==> config.mk <==
export PLATFORM = sky130hd
export DESIGN_NAME = ledstrip_encoder
export DESIGN_NICKNAME = d
export VERILOG_FILES = /design/src/rtl/ledenc_pkg.sv /design/src/rtl/ledenc_holdreg.sv /design/src/rtl/ledenc_serializer.sv /design/src/rtl/ledstrip_encoder.sv
export SDC_FILE = /design/constraint.sdc
export NUM_CORES = 1
export LEC_CHECK = 0
export BUFFER_PORTS_ARGS = -buffer_cell sky130_fd_sc_hd__buf_4
export CORE_AREA = 3 3 101 103
export DETAILED_ROUTE_END_ITERATION = 10
export DIE_AREA = 0 0 104 106
export PLACE_DENSITY = 0.49
export SLEW_MARGIN = 20
export SYNTH_ARGS = -nofsm -noshare
export SYNTH_HDL_FRONTEND = slang
export SYNTH_SLANG_ARGS = --single-unit
==> constraint.sdc <==
create_clock -name clk -period 3.5 [get_ports clk]
set_input_delay 0.175 -clock clk [delete_from_list [all_inputs] [get_ports clk]]
set_output_delay 0.175 -clock clk [all_outputs]
set_load 0.1 [all_outputs]
==> src/rtl/ledenc_pkg.sv <==
package ledenc_pkg;

  localparam int unsigned CHAN_W = 8;
  localparam int unsigned WORD_W = 4 * CHAN_W;

  typedef struct packed {
    logic [CHAN_W-1:0] red;
    logic [CHAN_W-1:0] green;
    logic [CHAN_W-1:0] blue;
  } rgb_t;

  typedef enum logic [1:0] {PH_IDLE, PH_HIGH, PH_LOW, PH_GAP} phase_e;

  // Wire order: green, red, blue, then a zero slot used only in four-byte mode
  function automatic logic [WORD_W-1:0] wire_word(rgb_t p);
    return {p.green, p.red, p.blue, {CHAN_W{1'b0}}};
  endfunction

  function automatic int unsigned symbol_bits(logic white);
    return white ? 4 * CHAN_W : 3 * CHAN_W;
  endfunction

  function automatic int unsigned high_cycles(logic b, int unsigned t0, int unsigned t1);
    return b ? t1 : t0;
  endfunction

endpackage

==> src/rtl/ledenc_holdreg.sv <==
module ledenc_holdreg
  import ledenc_pkg::*;
(
  input  logic clk,
  input  logic rst,
  input  logic in_valid,
  input  rgb_t in_pix,
  output logic in_ready,
  input  logic take,
  output logic pix_valid,
  output rgb_t pix
);

  logic full_q;
  rgb_t data_q;

  assign in_ready  = !full_q;
  assign pix_valid = full_q;
  assign pix       = data_q;

  always_ff @(posedge clk) begin
    if (rst) begin
      full_q <= 1'b0;
      data_q <= '0;
    end else if (in_valid && !full_q) begin
      full_q <= 1'b1;
      data_q <= in_pix;
    end else if (take) begin
      full_q <= 1'b0;
    end
  end

  // A waiting pixel is neither lost nor altered until the serializer takes it
  assert_hold_stable_R7: assert property (@(posedge clk) disable iff (rst)
    (pix_valid && !take) |=> (pix_valid && $stable(pix)));

endmodule

==> src/rtl/ledenc_serializer.sv <==
module ledenc_serializer
  import ledenc_pkg::*;
#(
  parameter int unsigned T0H_CYC   = 4,
  parameter int unsigned T1H_CYC   = 12,
  parameter int unsigned TLOW_CYC  = 8,
  parameter int unsigned RESET_CYC = 800
) (
  input  logic clk,
  input  logic rst,
  input  logic cfg_white,
  input  logic pix_valid,
  input  rgb_t pix,
  output logic take,
  input  logic end_req,
  output logic line_out,
  output logic active,
  output logic starve
);

  localparam int unsigned MAX_A = (T1H_CYC > TLOW_CYC) ? T1H_CYC : TLOW_CYC;
  localparam int unsigned MAX_B = (MAX_A > T0H_CYC) ? MAX_A : T0H_CYC;
  localparam int unsigned MAXC  = (MAX_B > RESET_CYC) ? MAX_B : RESET_CYC;
  localparam int unsigned CNT_W = $clog2(MAXC + 1);
  localparam int unsigned BL_W  = $clog2(WORD_W + 1);

  phase_e            phase_q;
  logic [CNT_W-1:0]  cnt_q;
  logic [WORD_W-1:0] shreg_q;
  logic [BL_W-1:0]   bits_left_q;
  logic              end_pend_q;

  logic              bit_done;
  logic              pix_done;
  logic              boundary;
  logic              load;
  logic              start_gap;
  logic [WORD_W-1:0] next_word;

  assign next_word = wire_word(pix);
  assign bit_done  = (phase_q == PH_LOW) && (cnt_q == '0);
  assign pix_done  = bit_done && (bits_left_q == BL_W'(1));
  assign boundary  = (phase_q == PH_IDLE) || pix_done;
  assign load      = boundary && pix_valid;
  assign start_gap = boundary && !pix_valid && end_pend_q;
  assign starve    = pix_done && !pix_valid && !end_pend_q;
  assign take      = load;
  assign line_out  = (phase_q == PH_HIGH);
  assign active    = (phase_q != PH_IDLE) || end_pend_q;

  always_ff @(posedge clk) begin
    if (rst) begin
      end_pend_q <= 1'b0;
    end else if (start_gap) begin
      end_pend_q <= end_req;
    end else if (end_req) begin
      end_pend_q <= 1'b1;
    end
  end

  always_ff @(posedge clk) begin
    if (rst) begin
      phase_q     <= PH_IDLE;
      cnt_q       <= '0;
      shreg_q     <= '0;
      bits_left_q <= '0;
    end else if (load) begin
      phase_q     <= PH_HIGH;
      cnt_q       <= CNT_W'(high_cycles(next_word[WORD_W-1], T0H_CYC, T1H_CYC) - 1);
      shreg_q     <= next_word;
      bits_left_q <= BL_W'(symbol_bits(cfg_white));
    end else if (start_gap) begin
      phase_q <= PH_GAP;
      cnt_q   <= CNT_W'(RESET_CYC - 1);
    end else begin
      unique case (phase_q)
        PH_HIGH: begin
          if (cnt_q == '0) begin
            phase_q <= PH_LOW;
            cnt_q   <= CNT_W'(TLOW_CYC - 1);
          end else begin
            cnt_q <= cnt_q - 1'b1;
          end
        end
        PH_LOW: begin
          if (cnt_q != '0) begin
            cnt_q <= cnt_q - 1'b1;
          end else if (bits_left_q > BL_W'(1)) begin
            phase_q     <= PH_HIGH;
            cnt_q       <= CNT_W'(high_cycles(shreg_q[WORD_W-2], T0H_CYC, T1H_CYC) - 1);
            shreg_q     <= shreg_q << 1;
            bits_left_q <= bits_left_q - 1'b1;
          end else begin
            phase_q <= PH_IDLE;
          end
        end
        PH_GAP: begin
          if (cnt_q == '0) phase_q <= PH_IDLE;
          else             cnt_q   <= cnt_q - 1'b1;
        end
        default: ;
      endcase
    end
  end

  // Run-length observers of the line, used only by the properties below
  logic [CNT_W-1:0] hi_run_q;
  logic [CNT_W-1:0] lo_run_q;

  always_ff @(posedge clk) begin
    if (rst) begin
      hi_run_q <= '0;
      lo_run_q <= CNT_W'(TLOW_CYC);
    end else if (line_out) begin
      hi_run_q <= hi_run_q + 1'b1;
      lo_run_q <= '0;
    end else begin
      hi_run_q <= '0;
      if (lo_run_q < CNT_W'(TLOW_CYC)) lo_run_q <= lo_run_q + 1'b1;
    end
  end

  // every pulse is exactly one of the two symbol widths
  assert_high_width_R1: assert property (@(posedge clk) disable iff (rst)
    $fell(line_out) |-> (hi_run_q == CNT_W'(T1H_CYC) || hi_run_q == CNT_W'(T0H_CYC)));

  // no pulse starts before the low time of the previous one has elapsed
  assert_low_time_R3: assert property (@(posedge clk) disable iff (rst)
    $rose(line_out) |-> (lo_run_q == CNT_W'(TLOW_CYC)));

endmodule

==> src/rtl/ledstrip_encoder.sv <==
module ledstrip_encoder
  import ledenc_pkg::*;
#(
  parameter int unsigned T0H_CYC   = 4,
  parameter int unsigned T1H_CYC   = 12,
  parameter int unsigned TLOW_CYC  = 8,
  parameter int unsigned RESET_CYC = 800
) (
  input  logic              clk,
  input  logic              rst,
  input  logic              cfg_white,
  input  logic              in_valid,
  input  logic [CHAN_W-1:0] in_red,
  input  logic [CHAN_W-1:0] in_green,
  input  logic [CHAN_W-1:0] in_blue,
  output logic              in_ready,
  input  logic              frame_end,
  input  logic              underrun_clr,
  output logic              line_out,
  output logic              busy,
  output logic              underrun
);

  rgb_t in_pix;
  rgb_t held_pix;
  logic held_valid;
  logic take;
  logic ser_active;
  logic starve;
  logic underrun_q;

  assign in_pix = '{red: in_red, green: in_green, blue: in_blue};

  ledenc_holdreg u_hold (
    .clk       (clk),
    .rst       (rst),
    .in_valid  (in_valid),
    .in_pix    (in_pix),
    .in_ready  (in_ready),
    .take      (take),
    .pix_valid (held_valid),
    .pix       (held_pix)
  );

  ledenc_serializer #(
    .T0H_CYC   (T0H_CYC),
    .T1H_CYC   (T1H_CYC),
    .TLOW_CYC  (TLOW_CYC),
    .RESET_CYC (RESET_CYC)
  ) u_ser (
    .clk       (clk),
    .rst       (rst),
    .cfg_white (cfg_white),
    .pix_valid (held_valid),
    .pix       (held_pix),
    .take      (take),
    .end_req   (frame_end),
    .line_out  (line_out),
    .active    (ser_active),
    .starve    (starve)
  );

  always_ff @(posedge clk) begin
    if (rst)               underrun_q <= 1'b0;
    else if (starve)       underrun_q <= 1'b1;
    else if (underrun_clr) underrun_q <= 1'b0;
  end

  assign underrun = underrun_q;
  assign busy     = ser_active || held_valid;

  assert_underrun_sticky_R8: assert property (@(posedge clk) disable iff (rst)
    (underrun && !underrun_clr) |=> underrun);

  assert_idle_quiet_R9: assert property (@(posedge clk) disable iff (rst)
    !busy |-> !line_out);

endmodule

==> impl_metrics.yaml <==
status:
  status: "finished clean"
setup_path:
  crit_fanout: 20
  critical_path.cell_chain: "inv_1, ha_1, or4b_1, nor4_2, o21a_1, buf_12, a21oi_1, a211oi_1"
  start_kind: "register"
  cp.arrival_ns: 3.13
  max_stage_delay_ns: 0.61
  required_ns: 3.75
  cpMaxStageDelayCell: "or4b_1"
  critPathKind: "reg -> reg"
  worstSetupEndpointType: "register"
routing:
  drt-initial-drc-count: 107
  postRouteAntennaNets: 0
  drt-pass1-iter-count: 4
  routedWlPerCell_um: 14.0
  vias: 2833
  wirelength_um: 7820
  drc: 0
  vias_per_cell: 5.08
min_path:
  hp-class: "in -> reg"
clock_tree:
  cts_made_buffers: 9
  cts_resized: 0
  cts_tree: "yes"
  htree_levels: 3
  cts.sink_count: 68
  cts.clk_slew.worst_paths_ns: 0.09
  root_buffer: "clkbuf_8"
  post_cts_buffers: 0
  clk-insertion-delay-late_ns: 0.34
  ctsHoldBuffers: 0
  ctsLongestPathBuffers: 2
placed_design:
  dp_slack_ns: 0.653
  place.gp.congestion: 0.844
  numPortBuffers: 33
  hpwl_um: 5050
timing:
  worst_pin_slew_ns: 0.871
  finalSetupViolations: 0
  worst_slew_margin_rel_pct: 41.9
  finalSetupTns_ns: 0
  finalWorstSetupSlack_ns: 0.620
  hold_viol: 0
  finalCriticalPeriod_ns: 2.88
  finalCritPeriodShare_pct: 82.3
  skew_ns: 0.0151
  fmax_mhz: 347
  slew_violations: 0
  rsz0062_at_grt: "false"
layout:
  area_growth_pct: 17.4
  final_cell_mix: "nand2_1, dfxtp_1, a21oi_1"
  mostFrequentLayoutCell: "nand2_1"
  drive_above_1_share_pct: 21.4
  seq_area_um2: 1360
  multiInputGateArea_um2: 1760
  diodes: 0
  n_fill_cell: 996
  nNetsFinal: 457
yosys:
  syn_inst: 403
  synth.largest_area_cell: "dfxtp_1"
  synth_top_cell_area_share_pct: 41.4
  synth-seq-area-share_pct: 41.4
  avgSynthCellArea_um2: 8.17
  ys_types: 53
  ys_seq_elements: 68
  ys_warn_count: 0
  netlist_top_cells_area: "dfxtp_1, nand2_1, a21oi_1"
  async_flop_share_pct: 0
  synth_area_um2: 3290
  syn_nets: 436
  synth_edf_count: 0
  dominantRegCellSynth: "dfxtp_1"
power:
  total_leakage_power_nw: 1.39
  power_frac_comb_pct: 38.6
  irDropWorstVdd_mv: 0.259
  p_per_area_nw_per_um2: 771
  power.internal_w: 0.00179
  pwr-share-clk_pct: 25.3
  switchingPower_w: 0.00119
  switching_share_pct: 39.9
  seqPwrFrac_pct: 36.1
die:
  core_um2: 9280
  die-width_um: 104
  top_level_ports: 34
  start_util_pct: 35.4
  fp.dieArea_um2: 11000
  dieHeight_um: 106
  num_rows: 35
job:
  maxCapViolCount: 0
global_route:
  grt.overflow.total: 0
  grt_max_degree: 71
  antenna_found_initial: 0
  grt_pass1_wl_um: 13200
  track_usage_pct: 14.7
  grt_pass1_vias: 2687
[critical path: cells and delay by family, from the launching register on]
family / cells / cell delay (ns)
buffers and inverters: 2 / 0.29
AOI/OAI and AO/OA: 3 / 0.84
and+or+nand+nor: 2 / 1.10
DFF: 1 / 0.35
adders and majority gates: 1 / 0.20
[kinds of logic after synthesis]
logic type | synth area share (%)
compound gates | 27.1
buf+inv | 5.51
xor+xnor | 1.86
simple gates | 22.7
mux | 0.342
fa+ha+maj | 1.14
flops | 41.4
[per-layer routing]
layer  GRT usage [%]  vias up  share of wire (%)
met2            24.5       52                 48
met5               0        -                  0
li1                -     1457                  -
met3            3.40       13                3.4
met4            5.70        0                1.8
met1            18.5     1311                 47
[area by class of cell]
cell class              count  area share [%]
clock buffers              11            3.92
clock inverters             5            2.17
inverters                  11            1.07
multi-input cells         295            45.5
flip-flops and latches     68            35.2
well taps                 129            4.18
repair buffers             39            7.90
[final timing paths]
path                                     start           endpoint  slack, ns  cells after the start
worst min-delay path                 frame_end   u_ser.end_pend_q       0.03                      3
worst min register to register  u_hold.pix[23]     u_hold.pix[23]       0.46                      2
worst max register to register  u_ser.cnt_q[0]  u_ser.shreg_q[26]       0.62                      8
worst max-delay path            u_ser.cnt_q[0]  u_ser.shreg_q[26]       0.62                      8
[power by group through the flow]
stage | clock (W) | sequential [W] | combinational (W)
2_1_floorplan | 0 | 0.00103 | 0.000941
3_3_place_gp | 0 | 0.00109 | 0.00115
3_5_place_dp | 0 | 0.00109 | 0.00115
4_1_cts | 0.000776 | 0.00107 | 0.00116
5_1_grt | 0.000814 | 0.00110 | 0.00128
6_report | 0.000755 | 0.00107 | 0.00115
[Yosys cell counts, types with 2 or more instances]
| library cell | instances |
|---|---|
| nand3_1 | 4 |
| o32ai_1 | 2 |
| o21a_1 | 4 |
| or2_2 | 2 |
| xnor2_1 | 3 |
| a21oi_1 | 50 |
| dfxtp_1 | 68 |
| nand4_1 | 4 |
| buf_6 | 2 |
| nor3_1 | 10 |
| nand2_1 | 78 |
| nor2_1 | 42 |
| or3_1 | 2 |
| ha_1 | 3 |
| a211oi_1 | 6 |
| a31oi_1 | 2 |
| nor3b_1 | 2 |
| or4_1 | 3 |
| o22ai_1 | 5 |
| a21oi_2 | 7 |
| a211oi_2 | 19 |
| o21ai_0 | 11 |
| o211ai_1 | 2 |
| buf_2 | 4 |
| nor2b_1 | 2 |
| clkbuf_1 | 22 |
| inv_1 | 11 |
| nand2b_1 | 3 |
| xor2_1 | 4 |
| nor4_1 | 3 |
[registers in the layout, summed over array words and instances, names as in the netlist]
register	flops
u_hold.pix	24
u_ser.shreg_q	23
u_ser.cnt_q	10
u_ser.bits_left_q	6
u_ser.phase_q	2
u_hold.pix_valid	1
u_ser.end_pend_q	1
underrun	1
[metrics by stage]
stage | instances | cell area [um2] | utilization [%] | power [W] | hold slack [ns]
6_report | 558 | 3860 | 41.6 | 0.00298 | 0.0318
3_3_place_gp | 542 | 3620 | 39.0 | 0.00224 | 0.385
5_1_grt | 558 | 3860 | 41.6 | 0.00319 | 0.0267
3_5_place_dp | 542 | 3620 | 39.0 | 0.00224 | 0.395
2_1_floorplan | 403 | 3290 | - | 0.00197 | 0.292
4_1_cts | 558 | 3860 | 41.6 | 0.00301 | 0.0207
Note: power is estimated with default switching activity, not from simulation.
